## config.mk

```make
export PLATFORM = sky130hd
export DESIGN_NAME = eq_phase_seq
export DESIGN_NICKNAME = d
export VERILOG_FILES = /design/src/rtl/eqs_pkg.sv /design/src/rtl/eqs_legal.sv /design/src/rtl/eqs_iter_ctr.sv /design/src/rtl/eqs_aeq_gate.sv /design/src/rtl/eq_phase_seq.sv
export SDC_FILE = /design/constraint.sdc
export NUM_CORES = 1
export LEC_CHECK = 0
export ABC_AREA = 1
export ABC_CLOCK_PERIOD_IN_PS = 1880
export CELL_PAD_IN_SITES_DETAIL_PLACEMENT = 0
export CELL_PAD_IN_SITES_GLOBAL_PLACEMENT = 1
export CORE_MARGIN = 1
export CORE_UTILIZATION = 34
export CTS_CLUSTER_SIZE = 10
export DETAILED_ROUTE_END_ITERATION = 7
export PLACE_DENSITY_LB_ADDON = 0.3
export SLEW_MARGIN = 20
export SYNTH_ARGS = -nofsm -noshare
export SYNTH_HDL_FRONTEND = slang
export SYNTH_SLANG_ARGS = --single-unit
export TNS_END_PERCENT = 20
```

## constraint.sdc

```tcl
create_clock -name clk -period 1.88 [get_ports clk]
set_clock_uncertainty 0.1 [all_clocks]
set_input_delay 0.376 -clock clk [delete_from_list [all_inputs] [get_ports clk]]
set_output_delay 0.376 -clock clk [all_outputs]
set_load 0.03 [all_outputs]
```

## src/rtl/eqs_pkg.sv

```systemverilog
package eqs_pkg;
  typedef enum logic [1:0] {
    ST_IDLE = 2'd0,
    ST_LOCK = 2'd1,
    ST_P2   = 2'd2,
    ST_P3   = 2'd3
  } st_t;

  // phase in which this end's own receiver is being adapted
  function automatic logic aeq_wanted(st_t s, logic root);
    return root ? (s == ST_P3) : (s == ST_P2);
  endfunction

  function automatic logic [1:0] ec_of(st_t s);
    return (s == ST_P2 || s == ST_P3) ? 2'(s) : 2'b00;
  endfunction
endpackage

```

## src/rtl/eqs_legal.sv

```systemverilog
module eqs_legal #(
  parameter int CW = 5
) (
  input  logic [3*CW-1:0] coef,
  input  logic [CW-1:0]   fs,
  input  logic [CW-1:0]   lf,
  output logic            ok
);
  localparam int SW = CW + 2;

  function automatic logic rules_met(input logic [CW-1:0] pre, input logic [CW-1:0] main,
                                     input logic [CW-1:0] post, input logic [CW-1:0] fs_i,
                                     input logic [CW-1:0] lf_i);
    logic [SW-1:0] sum;
    logic [SW-1:0] side;
    sum  = SW'(pre) + SW'(main) + SW'(post);
    side = SW'(pre) + SW'(post) + SW'(lf_i);
    return (pre <= (fs_i >> 2)) && (sum == SW'(fs_i)) && (SW'(main) >= side);
  endfunction

  assign ok = rules_met(coef[CW-1:0], coef[2*CW-1:CW], coef[3*CW-1:2*CW], fs, lf);
endmodule

```

## src/rtl/eqs_iter_ctr.sv

```systemverilog
module eqs_iter_ctr #(
  parameter int IW = 6
) (
  input  logic          clk,
  input  logic          rst_n,
  input  logic          clr,
  input  logic          inc,
  input  logic [IW-1:0] lim,
  output logic          at_lim
);
  logic [IW-1:0] cnt;

  assign at_lim = (cnt == lim);

  always_ff @(posedge clk or negedge rst_n) begin
    if (!rst_n)              cnt <= '0;
    else if (clr)            cnt <= '0;
    else if (inc && !at_lim) cnt <= cnt + 1'b1;
  end
endmodule

```

## src/rtl/eqs_aeq_gate.sv

```systemverilog
module eqs_aeq_gate import eqs_pkg::*; (
  input  logic clk,
  input  logic rst_n,
  input  st_t  st,
  input  logic is_root,
  input  logic rate_dn,
  input  logic rearm,
  output logic aeq_en
);
  logic kill;

  always_ff @(posedge clk or negedge rst_n) begin
    if (!rst_n)       kill <= 1'b0;
    else if (rate_dn) kill <= 1'b1;
    else if (rearm)   kill <= 1'b0;
  end

  assign aeq_en = aeq_wanted(st, is_root) & ~kill & ~rate_dn;
endmodule

```

## src/rtl/eq_phase_seq.sv

```systemverilog
module eq_phase_seq import eqs_pkg::*; #(
  parameter int CW = 5,
  parameter int IW = 6
) (
  input  logic            clk,
  input  logic            rst_n,
  input  logic            is_root,
  input  logic            p2_enter,
  input  logic            p3_enter,
  input  logic [3*CW-1:0] init_coef,
  input  logic [CW-1:0]   fs,
  input  logic [CW-1:0]   lf,
  input  logic            cand_vld,
  input  logic [3*CW-1:0] cand_coef,
  input  logic            coef_ack,
  input  logic            ber_ok,
  input  logic            timeout,
  input  logic [IW-1:0]   iter_lim,
  input  logic            rate_dn,
  output logic [1:0]      phase,
  output logic [1:0]      ec_out,
  output logic            aeq_en,
  output logic            coef_req,
  output logic [3*CW-1:0] coef_out,
  output logic [3*CW-1:0] final_coef,
  output logic            rcvr_lock,
  output logic            eq_err
);
  localparam int VW = 3 * CW;

  st_t           st;
  logic          pend;
  logic          conv;
  logic [VW-1:0] cur_coef;
  logic [VW-1:0] fin_coef;
  logic          err_q;

  // named events
  logic cand_ok, at_lim;
  logic loop_st, tuning, can_eval;
  logic conv_evt, take_cand, iter_exit, tmo_exit;
  logic p2_go, p3_go, lock_entry, cnt_clr;

  eqs_legal #(.CW(CW)) u_legal (
    .coef(cand_coef), .fs(fs), .lf(lf), .ok(cand_ok)
  );

  assign tuning    = (st == ST_P2) || (st == ST_P3);
  assign loop_st   = (st == ST_P2) || ((st == ST_P3) && !is_root);
  assign can_eval  = loop_st && !pend && !conv;
  assign conv_evt  = (can_eval && ber_ok) || ((st == ST_P3) && is_root && ber_ok);
  assign take_cand = can_eval && !ber_ok && !timeout && cand_vld && !at_lim && cand_ok;
  assign iter_exit = can_eval && !ber_ok && cand_vld && at_lim;
  assign tmo_exit  = tuning && timeout;
  assign p2_go     = p2_enter;
  assign p3_go     = !p2_go && (st == ST_P2) && conv && p3_enter && !timeout;
  assign lock_entry = !p2_go && (tmo_exit || iter_exit || ((st == ST_P3) && conv_evt));
  assign cnt_clr   = p2_go || p3_go;

  eqs_iter_ctr #(.IW(IW)) u_iter (
    .clk(clk), .rst_n(rst_n), .clr(cnt_clr), .inc(take_cand),
    .lim(iter_lim), .at_lim(at_lim)
  );

  eqs_aeq_gate u_aeq (
    .clk(clk), .rst_n(rst_n), .st(st), .is_root(is_root),
    .rate_dn(rate_dn), .rearm(p2_go), .aeq_en(aeq_en)
  );

  always_ff @(posedge clk or negedge rst_n) begin
    if (!rst_n) begin
      st       <= ST_IDLE;
      pend     <= 1'b0;
      conv     <= 1'b0;
      cur_coef <= '0;
      fin_coef <= '0;
      err_q    <= 1'b0;
    end else if (p2_go) begin
      st       <= ST_P2;
      pend     <= 1'b0;
      conv     <= 1'b0;
      cur_coef <= init_coef;
      err_q    <= 1'b0;
    end else if (lock_entry) begin
      st       <= ST_LOCK;
      pend     <= 1'b0;
      fin_coef <= cur_coef;
      err_q    <= tmo_exit || iter_exit;
    end else if (p3_go) begin
      st   <= ST_P3;
      pend <= 1'b0;
      conv <= 1'b0;
      if (!is_root) cur_coef <= init_coef;
    end else begin
      if (take_cand) begin
        cur_coef <= cand_coef;
        pend     <= 1'b1;
      end else if (pend && coef_ack) begin
        pend <= 1'b0;
      end
      if (conv_evt && (st == ST_P2)) conv <= 1'b1;
    end
  end

  assign phase      = 2'(st);
  assign ec_out     = ec_of(st);
  assign coef_req   = pend;
  assign coef_out   = cur_coef;
  assign final_coef = fin_coef;
  assign rcvr_lock  = (st == ST_LOCK);
  assign eq_err     = err_q;
endmodule

```

==> results of run 1 <==
## critical path, delay by kind of cell
family / cells / cell delay [ps]
simple gates: 7 / 810
compound gates: 4 / 740
buf+inv: 2 / 390
fa+ha+maj: 2 / 620
xor+xnor: 1 / 150
## sequential cells by signal (all words and copies together) (netlist names)
register    cells
u_iter.cnt      6
coef_req        1
phase           2
eq_err          1
final_coef     15
coef_out       15
conv            1
u_aeq.kill      1
## worst max-delay path by stage
| stage | start | end | slack [ps] | cells after the start |
|---|---|---|---|---|
| finish | cand_coef[3] | coef_out[4] | -1140 | 16 |
| global route | cand_coef[0] | coef_out[3] | -1270 | 20 |
| CTS | cand_coef[0] | coef_out[4] | -1080 | 22 |
| detailed placement | cand_coef[0] | coef_out[9] | -1920 | 21 |
| global placement | cand_coef[0] | coef_out[7] | -1870 | 21 |
| floorplan | cand_coef[0] | coef_out[0] | -1190 | 21 |
## cell type report
type	count	area, sq um	area share [%]
clock buffers	5	68.82	1.296
clock inverters	3	25.02	0.4714
inverters	48	185.2	3.488
multi-input cells	347	2150	40.49
flip-flops and latches	42	1051	19.80
well taps	108	135.1	2.545
repair buffers	177	1694	31.91
## cells in the mapped netlist
master    instances  area [sq um]
xor2_1           12         105.1
nand2_2           2         12.51
or2_1             1         6.260
nor4_2            1         12.51
a21boi_0          2         15.01
nand2_1         177         664.4
nand4_1           1         6.260
nor2_1           23         86.33
nand2_4           2         22.52
buf_4             2         15.01
fa_1              4         80.08
nand3_4           1         17.52
nor2_2            1         6.260
o21ai_0          17         85.08
nor3_1            4         20.02
nand3b_1          1         7.510
inv_1            42         157.7
buf_2             4         20.02
inv_2             5         18.77
a31oi_1           1         6.260
o21bai_1          1         7.510
dfrtp_1          42          1051
xnor2_1           8         70.07
nand3_1          40         200.2
clkinv_1          1         3.750
ha_1             29         362.9
a211oi_1          1         7.510
a21oi_1          13         65.06
buf_6             2         22.52
clkbuf_1          2         7.510
a21oi_2           1         8.760
nor2_4            1         11.26
o21ai_1           2         10.01
## cell families (layout without fill, tap and decap cells)
group,Yosys count,in the layout
AOI/OAI and AO/OA,38,38
xor gates and xnor gates,20,20
adders and majority gates,33,33
buffers and inverters,58,233
DFF,42,42
and+or+nand+nor,255,256
## power breakdown
| group | internal [mW] | leakage [nW] | switching, mW |
|---|---|---|---|
| clock | 0.268 | 0.0447 | 0.331 |
| combinational | 0.874 | 2.23 | 0.975 |
| sequential | 1.03 | 0.533 | 0.0897 |
| total | 2.17 | 2.81 | 1.40 |
## cell usage in the layout, fill, tap and decap left out, types with 4 or more instances in the layout
cell,n
nand2_1,170
buf_4,74
clkdlybuf4s50_1,61
dfrtp_1,42
nand3_1,37
inv_1,34
ha_1,20
nor2_1,17
xor2_1,12
inv_2,11
o21ai_0,10
dlygate4sd2_1,10
dlymetal6s2s_1,10
xnor2_1,8
ha_4,8
buf_12,8
o21ai_1,7
a21oi_1,7
nor2_2,7
nand2_2,7
a21oi_2,6
clkbuf_8,5
buf_2,4
buf_6,4
## what timing repair did
item                       in CTS  in global routing
setup buffers                  12                  2
cloned                          3                  0
gates resized for setup        88                 30
setup endpoints to repair      33                 52
pin swaps                      31                  6
## per-stage QoR
stage               power [mW]  setup slack, ps
finish                   3.565            -1135
global route             3.820            -1271
CTS                      3.557            -1082
detailed placement       2.840            -1923
global placement         2.810            -1872
floorplan                2.090            -1187
## routing by layer
| layer | track usage [%] | share of wire [%] | vias up | wire length [microns] |
|---|---|---|---|---|
| li1 | - | - | 1763 | - |
| met1 | 25.27 | 44 | 1528 | 4305 |
| met2 | 39.11 | 50 | 93 | 4842 |
| met3 | 2.411 | 4.1 | 18 | 396 |
| met4 | 6.085 | 2.0 | 0 | 196 |
| met5 | 0 | 0 | - | 0 |
==> reports/qor.txt, run 1 <==
status: finished with violations
failing checks: setup timing
Max-cap violations: 0
Slowest-stage cell, CP: ha_1
final number of setup-violating endpoints: 23
Fillers: 820
Placed Cells incl. Taps: 705
mux contribution to synthesized area: 0%
vias in the first global route: 3539
fin crit period: 3015 ps
post-route design area: 5309 sq um
die width: 98.91 microns
Ports: 94
first-pass GRT wire length: 16.37 mm
crit end category: register
Clock Tree Buf Depth: 2
WS Path Type: primary input to register
1st-iter DRT viols: 131
hold_buf cts: 0
H-tree depth: 2
Final Hold Fails: 0
# diodes: 0
syn_nets: 535
crit-path max cell delay: 350 ps
Syn. warnings: 0
crit-path cells: dlygate4sd2_1 -> ha_4 -> a21oi_1 -> o21ai_1 -> xor2_1 -> ha_1 -> a21boi_0 -> o21ai_0 -> nand2_1 -> nor2_2 -> nand3_4 -> nand2_8 -> buf_12 -> nand2_8 -> nand2_2 -> nand2_1
Achievable Freq: 331.7 MHz
Cell variety after synth: 33
required time of the critical path: 1970 ps
Final Cycle Share: 160.4%
worst hold slack: 43.16 ps
final std cells w/o fill: 730
Vias: 3402
CTS buffer count: 5
cell count after synthesis: 446
largest net degree at the start of global routing: 43
maximum VDD drop: 0.3393 mV
Startpoint Class: primary input
Util after Layout: 59.71%
leak pwr: 2.811 nW
crit path max fanout: 8
Clock Sinks: 42
Worst EP arrival: 3100 ps
share of layout cells above drive strength 1: 26.37%
HPWL after DPL: 7.620 mm
compound-gate portion of the synthesized area: 6.426%
vias per inst: 4.660
worst skew pair latency: 290 ps
Placer Congestion: 0.9366
drt total wl: 9.740 mm
PwrDens: 671.5 nW/um^2
flop and latch count out of synthesis: 42
max_slew headroom: 64.32%
initial antenna violation count: 0
drt pass-1 iters: 4
Netlist Area Pre-Place: 3193 sq um
setup ws final: -1135 ps
post-synthesis xor/xnor area fraction: 5.486%
register area share after synthesis: 32.92%
combinational family with the most area after synthesis: simple AND/OR/NAND/NOR gates
Root Buffer: clkbuf_8
DRC: 0
drt wl/cell: 13.34 microns
starting density of the core: 35.91%
Antenna Violating Nets Remaining: 0
worst slew pin tran: 535.2 ps
die area: 9783 sq um
R2R Path End: coef_out[4]
Reg2Reg Setup Slack: -110 ps
Clock transition at path regs: 80 ps
port bufs: 93
reg2reg path depth: 13
CTS tree: yes
GRT Overall Usage: 21.00%
total grt overflow: 0
die height: 98.91 microns
Std-Cell Rows: 34
Core Footprint: 8891 sq um
unrepaired setup endpoints after global routing: true
adder-cell share of the synthesized area: 13.87%
Min-Delay Path Class: primary input to async pin
Syn Area/Cell: 7.159 sq um
Layout Area Growth over Synthesis: 66.26%
Post-Synth Simple-Gate Area: 33.62%
TNS Setup: -24190 ps
Slew Limit Fails: 0
nets: 710
DP Area: 4805 sq um
worst r2r src: coef_req
Note: power is estimated with default switching activity, not from simulation.
==> run 2, diff against run 1 <==
- TNS_END_PERCENT: 20 -> 50
==> reports/qor.txt, run 2 (synthesized netlist as in run 1, its figures left out) <==
Reg power frac: 31.7%
failing checks: setup timing
nets: 705
Layout Area Growth over Synthesis: 66.30%
Achievable Freq: 332.1 MHz
CP most frequent cell: nand2_1
Switching Fraction: 39.10%
commonest cells after routing, fill and taps aside: nand2_1, buf_4, clkdlybuf4s50_1, dfrtp_1, nand3_1
initial antenna violation count: 0
total grt overflow: 0
Slew Limit Fails: 0
commonest non-fill, non-tap cell in the layout: nand2_1
final number of setup-violating endpoints: 24
maximum VDD drop: 0.3382 mV
Root Buffer: clkbuf_8
first-pass GRT wire length: 15.82 mm
die area: 9783 sq um
starting density of the core: 35.91%
register area: 1052 sq um
worst path buffer plus inverter count: 4
CTS tree: yes
drt total wl: 9.703 mm
crit end category: register
Clock Tree Buf Depth: 2
crit-path cells: buf_8 -> ha_4 -> a21oi_2 -> nand2_2 -> xor2_1 -> ha_1 -> a21oi_2 -> nand2_2 -> xnor2_2 -> ha_1 -> nand2_1 -> inv_1 -> nand2_1 -> nand2_1 -> nand2_2 -> nor2_4 -> nand3_4 -> nand2_8 -> buf_12 -> buf_12 -> nand3_1 -> nand2_1
Std-Cell Rows: 34
vias per inst: 4.775
Placed Cells incl. Taps: 706
sw power: 1.388 mW
port bufs: 93
unrepaired setup endpoints after global routing: true
crit path max fanout: 7
Clock transition at path regs: 80 ps
Fillers: 822
cell family with most CP delay: adder cells
Comb power frac: 52.3%
leak pwr: 2.785 nW
die width: 98.91 microns
GRT Overall Usage: 20.26%
Final Cycle Share: 160.2%
Startpoint Class: primary input
required time of the critical path: 2020 ps
Int Pwr: 2.161 mW
DRC: 0
Vias: 3462
Max-cap violations: 0
hold_buf cts: 0
fin crit period: 3011 ps
Final Hold Fails: 0
worst slew pin tran: 532.8 ps
1st-iter DRT viols: 118
Core Footprint: 8891 sq um
status: finished with violations
vias in the first global route: 3446
Placer Congestion: 0.9008
crit-path max cell delay: 350 ps
TNS Setup: -24410 ps
WS Path Type: primary input to register
multi-input logic area: 2243 sq um
worst skew pair latency: 290 ps
Ports: 94
Slowest-stage cell, CP: ha_1
power share of the clock group: 16.0%
max_slew headroom: 64.48%
drt pass-1 iters: 4
# diodes: 0
setup ws final: -1131 ps
Min-Delay Path Class: primary input to async pin
Antenna Violating Nets Remaining: 0
die height: 98.91 microns
Worst EP arrival: 3150 ps
PwrDens: 668.3 nW/um^2
HPWL after DPL: 7.647 mm
largest net degree at the start of global routing: 43
final std cells w/o fill: 725
Clock Sinks: 42
H-tree depth: 2
share of layout cells above drive strength 1: 28.53%
CTS buffer count: 5
drt wl/cell: 13.38 microns
run 2: cell count changes in the layout (fill, tap and decap cells not counted), moves of 3 or more:
| cell | change |
|---|---|
| o21ai_1 | -4 |
| o21ai_2 | +3 |
| nand2_2 | +14 |
| buf_4 | -4 |
| nand2_1 | -16 |
run 2: power by group through the flow:
stage               Clock (mW)  Sequential, mW  Combinational (mW)
CTS                      0.585            1.12                1.77
finish                   0.567            1.12                1.86
global route             0.622            1.14                2.04
global placement             0            1.13                1.66
detailed placement           0            1.14                1.69
floorplan                    0            1.35               0.738
run 2: layout make-up:
type / instances / share of cell area, %
multi-input combinational: 347 / 42.25
timing repair buffer: 172 / 30.33
sequential: 42 / 19.82
inverter: 48 / 3.440
tap: 108 / 2.545
clock buffer: 6 / 1.367
clock inverter: 2 / 0.2592
run 2: what timing repair did:
| item | CTS | global route |
|---|---|---|
| setup endpoints to repair | 31 | 54 |
| gates cloned | 2 | 0 |
| buffers inserted | 3 | 7 |
| pin swaps | 36 | 37 |
| gates resized for setup | 87 | 51 |
| hold endpoints to repair | 0 | 0 |
run 2: worst paths after layout:
kind                               start             to  slack (ps)  depth (start not counted)
max reg2reg                     phase[0]    coef_out[5]         -90                         13
max                         cand_coef[2]    coef_out[5]       -1130                         22
min                                rst_n         eq_err          40                          2
min in group clk           final_coef[4]  final_coef[4]         380                          2
min reg2reg                final_coef[4]  final_coef[4]         380                          2
max in group asynchronous          rst_n       phase[0]        1260                          2
run 2: metal layers:
| metal | wire [microns] | vias up | GRT usage [%] |
|---|---|---|---|
| met2 | 4954 | 95 | 35.99 |
| met3 | 349 | 23 | 2.695 |
| li1 | - | 1760 | - |
| met1 | 4152 | 1584 | 25.01 |
| met5 | 0 | - | 0 |
| met4 | 246 | 0 | 7.348 |
run 2: through the flow:
stage               util (%)  total power [mW]  instance area, sq um  worst slack [ps]  hold WS [ps]
floorplan                  -             2.090                  3238             -1187        -19.59
global placement       53.84             2.795                  4787             -1793         354.8
detailed placement     53.84             2.831                  4787             -1842         364.1
CTS                    57.30             3.475                  5095             -1099         56.79
global route           59.72             3.800                  5310             -1318         87.90
finish                 59.72             3.549                  5310             -1131         41.04
==> run 3, diff against run 2 <==
- SLEW_MARGIN: 20 -> unset
==> results of run 3 <==
The final DEF is identical to that of run 2; final timing and power are the same.
